File: src/rtl/isu_pkg.sv
package isu_pkg;
  typedef logic [7:0] byte_t;

  localparam int unsigned A_STAT  = 4;
  localparam int unsigned A_INTR  = 5;
  localparam int unsigned A_SEQ   = 6;
  localparam int unsigned A_FLAGS = 7;

  localparam int unsigned ST_INT_B = 7;
  localparam int unsigned ST_TCZ_B = 4;

  localparam byte_t ST_PHASE_STATUS = 8'h03;
  localparam byte_t IR_BUSSVC       = 8'h10;
  localparam byte_t IR_DISC         = 8'h20;
  localparam byte_t SEQ_DONE        = 8'h04;
endpackage

File: src/rtl/isu_bus_dec.sv
module isu_bus_dec
  import isu_pkg::*;
#(
  parameter int unsigned AW   = 3,
  parameter int unsigned TC_N = 3
) (
  input  logic                    rd_en,
  input  logic [AW-1:0]           rd_addr,
  input  logic                    wr_en,
  input  logic [AW-1:0]           wr_addr,
  input  byte_t                   stat_q,
  input  byte_t                   intr_q,
  input  byte_t                   seq_q,
  input  byte_t                   flags_q,
  input  logic [TC_N-1:0][7:0]    tc_q,
  output logic                    clr_rd,
  output logic [TC_N-1:0]         tc_we,
  output logic                    flags_we,
  output byte_t                   rd_data
);
  // the cause register is the only read with side effects
  assign clr_rd   = rd_en && (rd_addr == AW'(A_INTR));
  assign flags_we = wr_en && (wr_addr == AW'(A_FLAGS));

  for (genvar g = 0; g < TC_N; g++) begin : g_tcwe
    assign tc_we[g] = wr_en && (wr_addr == AW'(g));
  end

  always_comb begin
    rd_data = '0;
    if (rd_en) begin
      if (rd_addr == AW'(A_STAT))       rd_data = stat_q;
      else if (rd_addr == AW'(A_INTR))  rd_data = intr_q;
      else if (rd_addr == AW'(A_SEQ))   rd_data = seq_q;
      else if (rd_addr == AW'(A_FLAGS)) rd_data = flags_q;
      else begin
        for (int i = 0; i < TC_N; i++) begin
          if (rd_addr == AW'(i)) rd_data = tc_q[i];
        end
      end
    end
  end
endmodule

File: src/rtl/isu_defer.sv
module isu_defer
  import isu_pkg::*;
(
  input  logic  clk,
  input  logic  rst_l,
  input  logic  cmpl_vld,
  input  byte_t cmpl_stat,
  input  logic  pend,
  input  logic  clr_rd,
  output logic  report,
  output byte_t report_stat,
  output logic  defer_q,
  output logic  rel_q
);
  logic  hold, direct;
  logic  defer_d, rel_d, held_en;
  byte_t held_q;

  assign hold   = cmpl_vld && pend;
  assign direct = cmpl_vld && !pend;

  always_comb begin
    defer_d = defer_q;
    if (clr_rd)    defer_d = 1'b0;
    else if (hold) defer_d = 1'b1;
  end

  // release is delayed one edge so the clear lands first
  assign rel_d   = clr_rd && (defer_q || hold);
  assign held_en = hold;

  always_ff @(posedge clk or negedge rst_l) begin
    if (!rst_l) begin
      defer_q <= 1'b0;
      rel_q   <= 1'b0;
      held_q  <= '0;
    end else begin
      defer_q <= defer_d;
      rel_q   <= rel_d;
      if (held_en) held_q <= cmpl_stat;
    end
  end

  assign report      = rel_q || direct;
  assign report_stat = direct ? cmpl_stat : held_q;
endmodule

File: src/rtl/isu_regs.sv
module isu_regs
  import isu_pkg::*;
#(
  parameter int unsigned TC_N = 3
) (
  input  logic                 clk,
  input  logic                 rst_l,
  input  logic                 clr_rd,
  input  logic [TC_N-1:0]      tc_we,
  input  logic                 flags_we,
  input  byte_t                wr_data,
  input  logic                 ld_vld,
  input  byte_t                ld_stat,
  input  byte_t                ld_intr,
  input  byte_t                ld_seq,
  input  logic                 ld_raise,
  input  logic                 xdone_vld,
  input  logic                 nosel_vld,
  input  logic                 report,
  input  byte_t                report_stat,
  output byte_t                stat_q,
  output byte_t                intr_q,
  output byte_t                seq_q,
  output byte_t                flags_q,
  output logic [TC_N-1:0][7:0] tc_q,
  output byte_t                resp_q
);
  byte_t stat_d, intr_d, seq_d, flags_d, resp_d;
  logic [TC_N-1:0][7:0] tc_d;
  logic  done_act, any_tc_we;
  logic  stat_en, intr_en, seq_en, flags_en, resp_en;
  logic [TC_N-1:0] tc_en;

  assign done_act  = report || xdone_vld;
  assign any_tc_we = |tc_we;

  // order: clearing read, bus writes, load, no-target, completion / done
  always_comb begin
    stat_d  = stat_q;
    intr_d  = intr_q;
    seq_d   = seq_q;
    flags_d = flags_q;
    tc_d    = tc_q;
    resp_d  = resp_q;
    if (clr_rd) begin
      intr_d           = '0;
      stat_d[ST_INT_B] = 1'b0;
      stat_d[ST_TCZ_B] = 1'b0;
      seq_d            = SEQ_DONE;
    end
    for (int i = 0; i < TC_N; i++) begin
      if (tc_we[i]) begin
        tc_d[i]          = wr_data;
        stat_d[ST_TCZ_B] = 1'b0;
      end
    end
    if (flags_we) flags_d = wr_data;
    if (ld_vld) begin
      stat_d = stat_d | ld_stat;
      intr_d = ld_intr;
      seq_d  = ld_seq;
      if (ld_raise) stat_d[ST_INT_B] = 1'b1;
    end
    if (nosel_vld) begin
      stat_d           = '0;
      intr_d           = IR_DISC;
      seq_d            = '0;
      stat_d[ST_INT_B] = 1'b1;
    end
    if (report) begin
      stat_d = ST_PHASE_STATUS;
      resp_d = report_stat;
    end
    if (done_act) begin
      stat_d[ST_TCZ_B] = 1'b1;
      intr_d           = IR_BUSSVC;
      seq_d            = '0;
      flags_d          = '0;
      tc_d             = '0;
      stat_d[ST_INT_B] = 1'b1;
    end
  end

  assign stat_en  = clr_rd || any_tc_we || ld_vld || nosel_vld || done_act;
  assign intr_en  = clr_rd || ld_vld || nosel_vld || done_act;
  assign seq_en   = clr_rd || ld_vld || nosel_vld || done_act;
  assign flags_en = flags_we || done_act;
  assign resp_en  = report;

  always_ff @(posedge clk or negedge rst_l) begin
    if (!rst_l) begin
      stat_q  <= '0;
      intr_q  <= '0;
      seq_q   <= '0;
      flags_q <= '0;
      resp_q  <= '0;
    end else begin
      if (stat_en)  stat_q  <= stat_d;
      if (intr_en)  intr_q  <= intr_d;
      if (seq_en)   seq_q   <= seq_d;
      if (flags_en) flags_q <= flags_d;
      if (resp_en)  resp_q  <= resp_d;
    end
  end

  for (genvar g = 0; g < TC_N; g++) begin : g_tc
    assign tc_en[g] = tc_we[g] || done_act;
    always_ff @(posedge clk or negedge rst_l) begin
      if (!rst_l)         tc_q[g] <= '0;
      else if (tc_en[g])  tc_q[g] <= tc_d[g];
    end
  end
endmodule

File: src/rtl/scsi_irq_status.sv
module scsi_irq_status
  import isu_pkg::*;
#(
  parameter int unsigned AW   = 3,
  parameter int unsigned TC_N = 3
) (
  input  logic          clk,
  input  logic          rst_n,
  input  logic          rd_en,
  input  logic [AW-1:0] rd_addr,
  output logic [7:0]    rd_data,
  input  logic          wr_en,
  input  logic [AW-1:0] wr_addr,
  input  logic [7:0]    wr_data,
  input  logic          ld_vld,
  input  logic [7:0]    ld_stat,
  input  logic [7:0]    ld_intr,
  input  logic [7:0]    ld_seq,
  input  logic          ld_raise,
  input  logic          xdone_vld,
  input  logic          nosel_vld,
  input  logic          cmpl_vld,
  input  logic [7:0]    cmpl_stat,
  output logic          irq,
  output logic [7:0]    resp_stat
);
  logic [1:0] rst_sync;
  logic       rst_l;

  // asynchronous assert, synchronous release
  always_ff @(posedge clk or negedge rst_n) begin
    if (!rst_n) rst_sync <= '0;
    else        rst_sync <= {rst_sync[0], 1'b1};
  end
  assign rst_l = rst_sync[1];

  byte_t stat_q, intr_q, seq_q, flags_q, report_stat;
  logic [TC_N-1:0][7:0] tc_q;
  logic clr_rd, flags_we, report, defer_q, rel_q;
  logic [TC_N-1:0] tc_we;

  isu_bus_dec #(.AW(AW), .TC_N(TC_N)) u_dec (
    .rd_en    (rd_en),
    .rd_addr  (rd_addr),
    .wr_en    (wr_en),
    .wr_addr  (wr_addr),
    .stat_q   (stat_q),
    .intr_q   (intr_q),
    .seq_q    (seq_q),
    .flags_q  (flags_q),
    .tc_q     (tc_q),
    .clr_rd   (clr_rd),
    .tc_we    (tc_we),
    .flags_we (flags_we),
    .rd_data  (rd_data)
  );

  isu_defer u_defer (
    .clk         (clk),
    .rst_l       (rst_l),
    .cmpl_vld    (cmpl_vld),
    .cmpl_stat   (cmpl_stat),
    .pend        (stat_q[ST_INT_B]),
    .clr_rd      (clr_rd),
    .report      (report),
    .report_stat (report_stat),
    .defer_q     (defer_q),
    .rel_q       (rel_q)
  );

  isu_regs #(.TC_N(TC_N)) u_regs (
    .clk         (clk),
    .rst_l       (rst_l),
    .clr_rd      (clr_rd),
    .tc_we       (tc_we),
    .flags_we    (flags_we),
    .wr_data     (wr_data),
    .ld_vld      (ld_vld),
    .ld_stat     (ld_stat),
    .ld_intr     (ld_intr),
    .ld_seq      (ld_seq),
    .ld_raise    (ld_raise),
    .xdone_vld   (xdone_vld),
    .nosel_vld   (nosel_vld),
    .report      (report),
    .report_stat (report_stat),
    .stat_q      (stat_q),
    .intr_q      (intr_q),
    .seq_q       (seq_q),
    .flags_q     (flags_q),
    .tc_q        (tc_q),
    .resp_q      (resp_stat)
  );

  assign irq = stat_q[ST_INT_B];
endmodule

File: config.mk
export PLATFORM = sky130hd
export DESIGN_NAME = scsi_irq_status
export DESIGN_NICKNAME = d
export VERILOG_FILES = /design/src/rtl/isu_pkg.sv /design/src/rtl/isu_bus_dec.sv /design/src/rtl/isu_defer.sv /design/src/rtl/isu_regs.sv /design/src/rtl/scsi_irq_status.sv
export SDC_FILE = /design/constraint.sdc
export NUM_CORES = 1
export LEC_CHECK = 0
export ABC_CLOCK_PERIOD_IN_PS = 3500
export BUFFER_PORTS_ARGS = -buffer_cell sky130_fd_sc_hd__buf_4
export CORE_UTILIZATION = 50
export DETAILED_ROUTE_END_ITERATION = 8
export MAX_ROUTING_LAYER = met4
export PLACE_DENSITY = 0.73
export SYNTH_ARGS = -nofsm -noshare
export SYNTH_HDL_FRONTEND = slang
export SYNTH_HIERARCHICAL = 1
export SYNTH_SLANG_ARGS = --single-unit
File: constraint.sdc
create_clock -name clk -period 3.5 [get_ports clk]
set_input_delay 0.35 -clock clk [delete_from_list [all_inputs] [get_ports clk]]
set_output_delay 0.35 -clock clk [all_outputs]
set_load 0.03 [all_outputs]
After elaboration in Yosys (flattened, before gate mapping)
Cells that the tools add are included.

Equal/unequal tests: 9. Muxes and demuxes: 36. Bitwise operators: 1. Reductions and logical operators: 39.

Operator list (number): 8-bit two-way mux (25); 24-bit two-way mux (1); 3-bit == test, second input constant (5); 1-bit logical OR (14); 2-bit AND reduction (6); 1-bit two-way mux (10); 2-bit nonzero test (5); 1-bit logical AND (8); 8-bit bitwise OR (1); 3-bit by 1-bit == test with 1-bit output, second input constant (2); 3-bit by 2-bit == test with 1-bit output, second input constant (2); 3-bit zero test (2); 4-bit nonzero test (1); 3-bit nonzero test (1); 3-bit OR reduction (1); 1-bit zero test (1).

Bits in registers: 76. Input port bits: 55. Word-level logic and storage cells: 98.

Longest topological paths before layout
Gate-level depths: netlist (run 1).

Depth in word-level cells: 12. Depth in mapped cells: 8.

Hierarchy
Netlist (run 1), hierarchy kept.

Modules (own cells, without submodules): isu_regs (times used 1, cells an instance 195, area each 2571.2 um2, sequential area each 1601.5 um2); isu_bus_dec (times used 1, cells an instance 65, area each 530.5 um2, sequential area each 0.0 um2); isu_defer (times used 1, cells an instance 33, area each 505.5 um2, sequential area each 250.2 um2); scsi_irq_status (times used 1, cells an instance 3, area each 53.8 um2, sequential area each 50.0 um2).

Worst setup path after synthesis (run 1)
OpenSTA, ideal clock, no wires.

Path type: in2out. Start: input rd_addr[0]. End: output rd_data[7]. Data arrival time: 1.664 ns. Data required time: 3.150 ns. Path slack: 1.486 ns. Stages: 5. Path buffers: 2. Path through: buf_6 -> buf_8 -> mux2_1 -> o22ai_1 -> a211oi_1.

Word-level cells in the longest chain between the ends: 9. Elaborated cells on any way between the ends: 15.

RTL lines: from (decl) (RTL line scsi_irq_status.sv:10) `input logic [AW-1:0] rd_addr,`; 3-bit zero test (RTL line isu_bus_dec.sv:38) `if (rd_addr == AW'(i)) rd_data = tc_q[i];`; 8-bit two-way mux (3 in series) (RTL line isu_bus_dec.sv:38); 8-bit two-way mux (RTL line isu_bus_dec.sv:35) `else if (rd_addr == AW'(A_FLAGS)) rd_data = flags_q;`; 8-bit two-way mux (RTL line isu_bus_dec.sv:34) `else if (rd_addr == AW'(A_SEQ)) rd_data = seq_q;`; 8-bit two-way mux (RTL line isu_bus_dec.sv:33) `else if (rd_addr == AW'(A_INTR)) rd_data = intr_q;`; 8-bit two-way mux (*) (RTL line isu_bus_dec.sv:32) `if (rd_addr == AW'(A_STAT)) rd_data = stat_q;`; 8-bit two-way mux (*) (RTL line isu_bus_dec.sv:31) `if (rd_en) begin`; to (decl) (RTL line scsi_irq_status.sv:11) `output logic [7:0] rd_data,`.

Every way passes the cells marked *; elsewhere a longest branch is shown, timed or not.

Worst setup path in the final report (run 1)
Start: register u_regs.stat_q[7]. End: register u_regs.intr_q[4].

Word-level cells in the longest chain between the ends: 6. Elaborated cells on any way between the ends: 8.

RTL lines: from (decl) (RTL line isu_regs.sv:21) `output byte_t stat_q,`; from (signal assigned) (RTL line isu_regs.sv:98) `if (stat_en) stat_q <= stat_d;`; 1-bit zero test (*) (RTL line isu_defer.sv:20) `assign direct = cmpl_vld && !pend;`; 1-bit logical AND (*) (RTL line isu_defer.sv:20); 1-bit logical OR (*) (RTL line isu_defer.sv:44) `assign report = rel_q || direct;`; named net report (RTL line scsi_irq_status.sv:39) `logic clr_rd, flags_we, report, defer_q, rel_q;`; 1-bit logical OR (*) (RTL line isu_regs.sv:34) `assign done_act = report || xdone_vld;`; 4-bit nonzero test (no line) or 1-bit logical OR (tied branches); 2-bit AND reduction (no line); to (signal assigned) (RTL line isu_regs.sv:99) `if (intr_en) intr_q <= intr_d;`; to (decl) (RTL line isu_regs.sv:22) `output byte_t intr_q,`.

The timed path passes the listed nets; every way through them passes the cells marked *. A chain may end at the register's enable or synchronous reset.

==> metrics.txt, run 1 <==
outcome=finished clean; Slew Limit Headroom=43.1%; initial antenna violation count=0; Die ar.=7670 sq um; H-tree levels=3; post-layout util=63.8%; Max Clock Freq=0.423 GHz; critical-path cell list=nand2b_1 > buf_4 > nand2b_1 > or2_1 > buf_4 > a311o_1; row count=30; post-synth top area cell=dfrtp_1; final worst slack=1140 ps; pin count of the biggest net entering global routing=62; CTS tree=built; syn_area_per_cell=12.4 sq um; Crit Path Max Fanout=35; drt pass-1 iters=5; top cells by area, synth=dfrtp_1 52%, mux2i_1 8.7%, mux2_2 7.1%; Seq/Total Area, Yosys=51.9%; Pwr Density=448 nW/um^2; Nets=418; layout cells sized above 1=36.1%; TritonCTS Buffers=9; unrepaired setup endpoints after global routing=false; Setup Viol. Count Final=0; Starting Density=52.7%; number of synthesized flops with an enable pin=0; area of the multi-input gates=1620 sq um; Tcrit/Tclk final=67.5%; synthesis warning total=6; Final Hold Vio Count=0; worst hold margin=158 ps; Worst Setup End Kind=flop; worst min path class=flop to asynchronous set/reset pin; critical path's slowest cell=nand2b_1; Final TNS setup=0 ps; Reg2Reg Setup Slack=1140 ps; number of port buffers=71; GRT Residual Overflow=0; clk_lat worst skew=340 ps; max-cap viol count=0; WP data required=3720 ps; Leakage=2.01 nW; Seq. cell area=1900 sq um; CTS Buffer Depth=2; Startpoint Class=flop; Cells after Synth=296; Vias=2,649; Post-DP Area=4230 sq um; count leader, synth=dfrtp_1; Via density=5.71; HPWL Detailed=5.83 mm; clock transition at the registers of the reported paths=80 ps; total power=1.98 mW; clk sink count=76; Inst Count DP=447; post-synthesis async set-or-reset flop share=100%; post-synth cell types=45; r2r worst-path depth=6; chip height=87.6 microns; DRT iter0 DRCs=139; Area Overhead vs Synth=21.0%; Resized cells post-CTS=0; Slew Viols, Final=0; Least-Margin Pin Slew=850 ps; # diodes=0; Synth top cells by count=76 x dfrtp_1, 35 x nor2_1, 32 x mux2i_1, 23 x mux2_2, 13 x a32o_1; Most used DFF post-synth=dfrtp_1; RR Endpoint=u_regs/intr_q[4]; share of the synthesized area in the top cell type=51.9%; Final Cell Area=4430 sq um; routability cong.=0.797; Core Region=6940 sq um; worst r2r src=u_regs/stat_q[7]; Finished Layout Cells=464; syn nets=351; Detail Route Antenna Nets=0; Post-Route WL=8.19 mm; Syn Std Cell Area=3660 sq um; fin crit period=2360 ps; first-pass GRT wire length=13.5 mm; vias in the first global route=2,724; Setup Skew=12.1 ps; VDD IR max=0.392 mV; worst slack at placement=1130 ps; Yosys reg bits=76; IO Pins=72; fill cell count=575; DRC errors left=0; root buffer cell=clkbuf_8; Tot GR Track Use=24.3%; Setup Crit Path Kind=flop to flop; CP peak stage delay=470 ps; arrival time worst endpoint=2590 ps; Die Width=87.6 microns; Wirelength per Cell=17.7 microns
layer usage:
layer | global-route usage [%] | wire length (microns) | part of all wire [%]
met1 | 31.4 | 3700 | 45
met2 | 38.8 | 4080 | 50
met3 | 5.28 | 349 | 4.3
met4 | 6.71 | 59 | 0.72
met5 | - | 0 | 0
worst max-delay path: cells and delay by family, from the launching register on:
| family | cells | cell delay (ps) |
|---|---|---|
| AND/OR/NAND/NOR | 3 | 1000 |
| flip-flops | 1 | 450 |
| buffers and inverters | 2 | 450 |
| AO/OA/AOI/OAI | 1 | 350 |
registers in the layout, indices dropped and copies added (netlist names):
register,flops
u_regs/seq_q,8
u_defer/defer_q,1
u_regs/intr_q,8
u_regs/stat_q,8
u_regs/tc_q,24
rst_sync,2
u_regs/flags_q,8
u_regs/resp_q,8
u_defer/rel_q,1
u_defer/held_q,8
layout by cell type, fill, tap and decap left out, types with 3 or more instances in the layout:
master and count:
a211oi_1 7, a21oi_1 9, a221oi_1 6, a32o_1 13, buf_4 77, clkbuf_1 3
clkbuf_8 9, dfrtp_1 75, inv_1 4, mux2_1 7, mux2_2 23, mux2_4 9
mux2i_1 32, nand2b_1 4, nor2_1 35, nor3_1 5, o21ai_0 9, o22ai_1 7
kinds of logic (layout without fill, tap and decap cells):
family / count (synthesis) / in the layout / synth area share [%]
and+or+nand+nor: 63 / 63 / 9.40
muxes: 72 / 72 / 22.3
other: 1 / 1 / 0.102
AOI/OAI and AO/OA: 58 / 58 / 11.9
buffers and inverters: 26 / 98 / 4.41
DFF: 76 / 76 / 51.9
how the worst max path moves through the flow:
| stage | start | to | slack (ps) | cells past startpoint |
|---|---|---|---|---|
| 2_1_floorplan | rst_sync[1] | u_defer/defer_q | 1230 | 0 |
| 3_3_place_gp | cmpl_vld | u_regs/intr_q[4] | 1200 | 7 |
| 3_5_place_dp | u_regs/stat_q[7] | u_regs/intr_q[4] | 1130 | 6 |
| 4_1_cts | u_regs/stat_q[7] | u_regs/intr_q[4] | 1130 | 6 |
| 5_1_grt | u_regs/stat_q[7] | u_regs/intr_q[1] | 970 | 5 |
| 6_report | u_regs/stat_q[7] | u_regs/intr_q[4] | 1140 | 6 |
cell type report:
class / count / area share, %
sequential: 76 / 43.0
clock inverter: 4 / 1.16
timing repair buffer: 78 / 13.3
inverter: 4 / 0.339
multi-input combinational: 194 / 36.5
tap: 96 / 2.71
clock buffer: 12 / 3.05
where the power goes:
| part | total [mW] | switching (mW) | internal (mW) |
|---|---|---|---|
| sequential | 0.974 | 0.0360 | 0.938 |
| combinational | 0.367 | 0.197 | 0.169 |
| clock | 0.642 | 0.311 | 0.331 |
timing repair:
| item | CTS | global route |
|---|---|---|
| hold buffers | 1 | 0 |
| setup endpoints to repair | 0 | 0 |
| buffers inserted | 0 | 0 |
| endpoints found under the hold margin | 2 | 0 |
No activity file was read; power rests on OpenSTA's default activity.
==> run 2, diff against run 1 <==
ABC_CLOCK_PERIOD_IN_PS = 2200   (was 3500)
clock period = 2.2 ns   (was 3.5 ns; I/O delays follow)
==> run 2 against run 1 <==
  * Register-to-register slack lost 790 ps
  * Routed wire length shrank 1.1%
  * Clock power is 78% higher
  * Largest cell class unchanged
  * Total power rose by 65%
  * Sequential share of layout area is 0.60 points lower
  * First-iteration DRC count unchanged
  * Cell count is 0.65% higher
  * Final area rose by 1.4%
==> metrics.txt, run 2 (synthesis results as in run 1) <==
Die Width=87.6 microns (unchanged); DRC errors left=0 (unchanged); clk_lat worst skew=340 ps (about the same); VDD IR max=0.463 mV (+18%); Tcrit/Tclk final=84.9%; H-tree levels=3 (unchanged); chip height=87.6 microns (unchanged); Setup Viol. Count Final=0 (unchanged); fill cell count=547 (-4.9%); WP data required=1980 ps (-1740 ps); Starting Density=52.7% (unchanged); Tot GR Track Use=24.0% (-0.27 points); Detail Route Antenna Nets=0 (unchanged); max-cap viol count=0 (unchanged); DRT iter0 DRCs=139 (unchanged); Final TNS setup=0 ps (unchanged); Slew Viols, Final=0 (unchanged); Final Hold Vio Count=0 (unchanged); Leakage=2.05 nW (+2.0%); initial antenna violation count=0 (unchanged); layout cells sized above 1=37.2% (+1.1 points); Post-Route WL=8.10 mm (-1.1%); critical path's slowest cell=mux4_2; clk sink count=76 (unchanged); largest reg by FF count=u_regs/tc_q; CP peak stage delay=450 ps (-20 ps); Vias=2,627 (-0.83%); Reg2Reg Setup Slack=350 ps (-790 ps); Least-Margin Pin Slew=704 ps (-146 ps); Via density=5.63 (-1.5%); first-pass GRT wire length=13.2 mm (-2.4%); CTS tree=built; worst hold margin=87.1 ps (-71.3 ps); Max Clock Freq=0.536 GHz; # diodes=0 (unchanged); HPWL Detailed=5.76 mm (-1.3%); Wirelength per Cell=17.3 microns (-1.7%); IO Pins=72 (unchanged); # Post-CTS Setup Buffers=0 (unchanged); Pwr Density=730 nW/um^2 (+63%); TritonCTS Buffers=9 (unchanged); Worst Setup End Kind=output pin; root buffer cell=clkbuf_8; Setup Skew=8.64 ps (-3.50 ps); worst slack at placement=346 ps (-783 ps); vias in the first global route=2,623 (-3.7%); commonest non-fill, non-tap cell in the layout=buf_4; Startpoint Class=flop; critical-path cell list=mux4_2 > o21ai_0 > a31oi_1 > buf_4; Critical path buffers and inverters=1 (-1); Die ar.=7670 sq um (unchanged); CTS Buffer Depth=2 (unchanged); fin crit period=1870 ps; Core Region=6940 sq um (unchanged); worst min path class=input port to flop; Seq. cell area=1900 sq um (unchanged); row count=30 (unchanged); Setup Crit Path Kind=flop to output pin; area of the multi-input gates=1620 sq um (unchanged); commonest non-fill, non-tap cells in the layout=80 x buf_4, 75 x dfrtp_1, 35 x nor2_1; unrepaired setup endpoints after global routing=false; Crit Path Max Fanout=2 (-94%); Resized cells post-CTS=0 (unchanged); delay-heaviest family, CP=multiplexers; final worst slack=333 ps (-805 ps); number of port buffers=71 (unchanged); Nets=422 (+0.96%); Area Overhead vs Synth=22.7%; drt pass-1 iters=4 (-1); outcome=finished clean; routability cong.=0.795 (-0.20%); max FFs per register=24 (unchanged); GRT Residual Overflow=0 (unchanged); clock transition at the registers of the reported paths=80 ps (about the same); Slew Limit Headroom=52.9% (+9.8 points); arrival time worst endpoint=1650 ps (-940 ps); pin count of the biggest net entering global routing=75 (+21%)
-- run 2: cell types whose count changed in the layout (fill, tap and decap cells not counted), sizes merged --
cell      delta
buf          +4
bufinv       +1
clkbuf       -2
clkinv       +1
clkinvlp     -1
-- run 2: layout make-up --
cell class,count,share of cell area [%]
inverters,4,0.334
clock buffers,10,2.84
clock inverters,5,1.75
multi-input cells,194,36.0
repair buffers,82,14.0
well taps,96,2.67
flip-flops and latches,76,42.4
-- run 2: worst paths after layout --
kind                                   startpoint  cells after the start                to
worst max-delay path            u_regs/flags_q[4]                      4        rd_data[4]
max in group asynchronous             rst_sync[1]                      1   u_regs/seq_q[1]
worst max register to register   u_regs/stat_q[7]                      4  u_regs/intr_q[3]
worst min-delay path                   ld_intr[1]                      2  u_regs/intr_q[1]
min in group asynchronous                   rst_n                      2       rst_sync[0]
worst min register to register        rst_sync[1]                      1  u_regs/intr_q[3]
-- run 2: power breakdown --
part / total [mW] / internal [mW] / switching (mW)
clock network: 1.14 / 0.631 / 0.507
registers: 1.55 / 1.49 / 0.0532
logic: 0.593 / 0.276 / 0.317
total: 3.28 / 2.40 / 0.877
-- run 2: routing by layer --
metal	vias to the layer above	GRT usage (%)	routed length, microns
li1	1235	-	-
met1	1317	31.7	3750
met2	69	36.4	3840
met3	6	6.03	433
met4	0	8.05	82
met5	-	-	0
-- run 2: per-stage QoR --
step	total power [mW]	util [%]	cell area (sq um)	instances
6_report	3.28	64.7	4490	467
5_1_grt	3.43	64.7	4490	467
4_1_cts	3.31	64.7	4490	467
3_5_place_dp	2.17	61.6	4280	451
3_3_place_gp	2.16	61.6	4280	451
2_1_floorplan	1.92	-	3660	296
-- run 2: repair_timing --
action	in CTS	in global routing
hold buffers	1	0
endpoints found under the hold margin	2	0
setup endpoints to repair	0	0
==> run 3, diff against run 2 <==
ABC_CLOCK_PERIOD_IN_PS = 1600   (was 2200)
PLACE_DENSITY = 0.76   (was 0.73)
clock period = 1.6 ns   (was 2.2 ns; I/O delays follow)
==> run 3 against run 2 <==
  * The run now ends with setup timing left
  * Routed wire length up 3.9%
  * Critical endpoint unchanged
  * Core utilization up 3.1 points
  * Largest power group unchanged
  * Setup slack lost 480 ps
  * Register-to-register slack got worse by 190 ps
  * Via count up 2.7%
  * Critical path type unchanged
  * Global-route usage rose by 0.47 points
==> metrics.txt, run 3 (synthesis results as in run 1) <==
Final Hold Vio Count=0 (unchanged); outcome=finished, violations left; Post-DP Area=4430 sq um (+3.6%); hold path cells=2 (unchanged); commonest non-fill, non-tap cell in the layout=buf_4; Final Cell Area=4710 sq um (+4.8%); Finished Layout Cells=477 (+2.1%); vias in the first global route=2,772 (+5.7%); HPWL Detailed=6.10 mm (+5.8%); number of port buffers=71 (unchanged); arrival time worst endpoint=1590 ps (-60 ps); max FFs per register=24 (unchanged); Least-Margin Pin Slew=850 ps (+146 ps); worst hold start=ld_seq[1]; clk sink count=76 (unchanged); WP data required=1440 ps (-540 ps); Slew Limit Headroom=43.1% (-9.8 points); RR Endpoint=u_regs/intr_q[0]; Setup Skew=6.77 ps (-1.87 ps); delay-heaviest family, CP=multiplexers; critical path's slowest cell=mux4_2; Reg2Reg Setup Slack=160 ps (-190 ps); fin crit period=1750 ps; DRC errors left=0 (unchanged); WP depth=4 (unchanged); Nets=431 (+2.1%); CTS tree=built; Core Region=6940 sq um (unchanged); layout cells sized above 1=43.8% (+6.6 points); Pwr Density=931 nW/um^2 (+28%); worst min path class=input port to flop; Leakage=2.16 nW (+5.4%); worst r2r src=u_regs/stat_q[7]; chip height=87.6 microns (unchanged); VDD IR max=0.657 mV (+42%); critical-path cell list=mux4_2 > o21ai_2 > a31oi_1 > buf_4; Area Overhead vs Synth=28.6%; Detail Route Antenna Nets=0 (unchanged); Die Width=87.6 microns (unchanged); WHS Endpoint=u_regs/seq_q[1]; initial antenna violation count=0 (unchanged); Vias=2,699 (+2.7%); failing checks=setup timing; Crit Path Max Fanout=2 (unchanged); Setup Viol. Count Final=8 (+8); IO Pins=72 (unchanged); root buffer cell=clkbuf_8; unrepaired setup endpoints after global routing=true; pin count of the biggest net entering global routing=33 (-56%); Tot GR Track Use=24.5% (+0.47 points); routability cong.=0.801 (+0.68%); Wirelength per Cell=17.6 microns (+1.7%); Final TNS setup=-842 ps (-842 ps); TritonCTS Buffers=9 (unchanged); final worst slack=-146 ps (-479 ps); DRT iter0 DRCs=125 (-10%); row count=30 (unchanged); drt pass-1 iters=4 (unchanged); Die ar.=7670 sq um (unchanged); fill cell count=534 (-2.4%); r2r worst-path depth=5 (+1); Startpoint Class=flop; Starting Density=52.7% (unchanged); clock transition at the registers of the reported paths=80 ps (about the same); Worst Setup End Kind=output pin; H-tree levels=3 (unchanged); GRT Residual Overflow=0 (unchanged); largest reg by FF count=u_regs/tc_q; Slew Viols, Final=0 (unchanged); Via density=5.66 (+0.59%); commonest non-fill, non-tap cells in the layout=85 x buf_4, 74 x dfrtp_1, 35 x nor2_1; clk_lat worst skew=350 ps (about the same); # diodes=0 (unchanged); CTS Buffer Depth=2 (unchanged); CP peak stage delay=470 ps (+20 ps); Max Clock Freq=0.573 GHz; Inst Count DP=458 (+1.6%); first-pass GRT wire length=13.5 mm (+2.6%); Critical path buffers and inverters=1 (unchanged); Setup Crit Path Kind=flop to output pin; max-cap viol count=0 (unchanged); Tcrit/Tclk final=109%; post-layout util=67.8% (+3.1 points); Post-Route WL=8.41 mm (+3.9%)
run 3: cell types whose count changed in the layout (fill, tap and decap cells not counted), moves of 4 or more:
cell and delta:
mux2_4 +5, buf_4 +5, a221oi_1 -6, a211oi_1 -7, a211oi_2 +7, mux2_2 -5, a221oi_2 +6, buf_12 +4
run 3: worst max path at each step:
| stage | from | endpoint |
|---|---|---|
| finish | u_regs/seq_q[4] | rd_data[4] |
| CTS | u_regs/intr_q[4] | rd_data[4] |
| detailed placement | rd_addr[0] | rd_data[5] |
| global route | u_regs/seq_q[4] | rd_data[4] |
| global placement | rd_addr[0] | rd_data[5] |
| floorplan | u_regs/stat_q[7] | u_regs/intr_q[4] |
run 3: final cells by class:
class / instances / area [sq um] / area share (%)
clock buffer: 12 / 155 / 3.29
clock inverter: 4 / 31.3 / 0.664
inverter: 4 / 15.0 / 0.319
multi-input combinational: 194 / 1740 / 36.8
sequential: 76 / 1900 / 40.4
tap: 96 / 120 / 2.55
timing repair buffer: 91 / 748 / 15.9
run 3: stage by stage:
step	worst slack (ps)	power (mW)	hold WS, ps
after floorplan	-79.4	2.66	-136
after CTS	-155	4.41	11.0
final	-146	4.38	20.2
after detailed placement	1.06	3.02	-54.7
after global placement	1.62	3.01	-56.2
after global routing	-185	4.57	20.6
run 3: timing repair:
| action | in CTS | in global routing |
|---|---|---|
| endpoints found under the setup margin | 8 | 16 |
| buffers inserted | 1 | 1 |
| gates cloned | 0 | 0 |
| pin swaps | 6 | 5 |
| endpoints found under the hold margin | 2 | 0 |
| resized for setup | 11 | 4 |
| hold buffers | 1 | 0 |
run 3: power breakdown:
part / internal [mW] / leakage [nW] / switching [mW]
combinational: 0.415 / 1.08 / 0.445
sequential: 2.05 / 0.991 / 0.0913
clock: 0.657 / 0.0969 / 0.722
run 3: per-layer routing:
layer | wire length [microns] | up-vias | global-route usage (%)
li1 | - | 1253 | -
met1 | 3720 | 1360 | 31.4
met2 | 4180 | 79 | 39.1
met3 | 440 | 7 | 4.81
met4 | 74 | 0 | 8.49
met5 | 0 | - | -
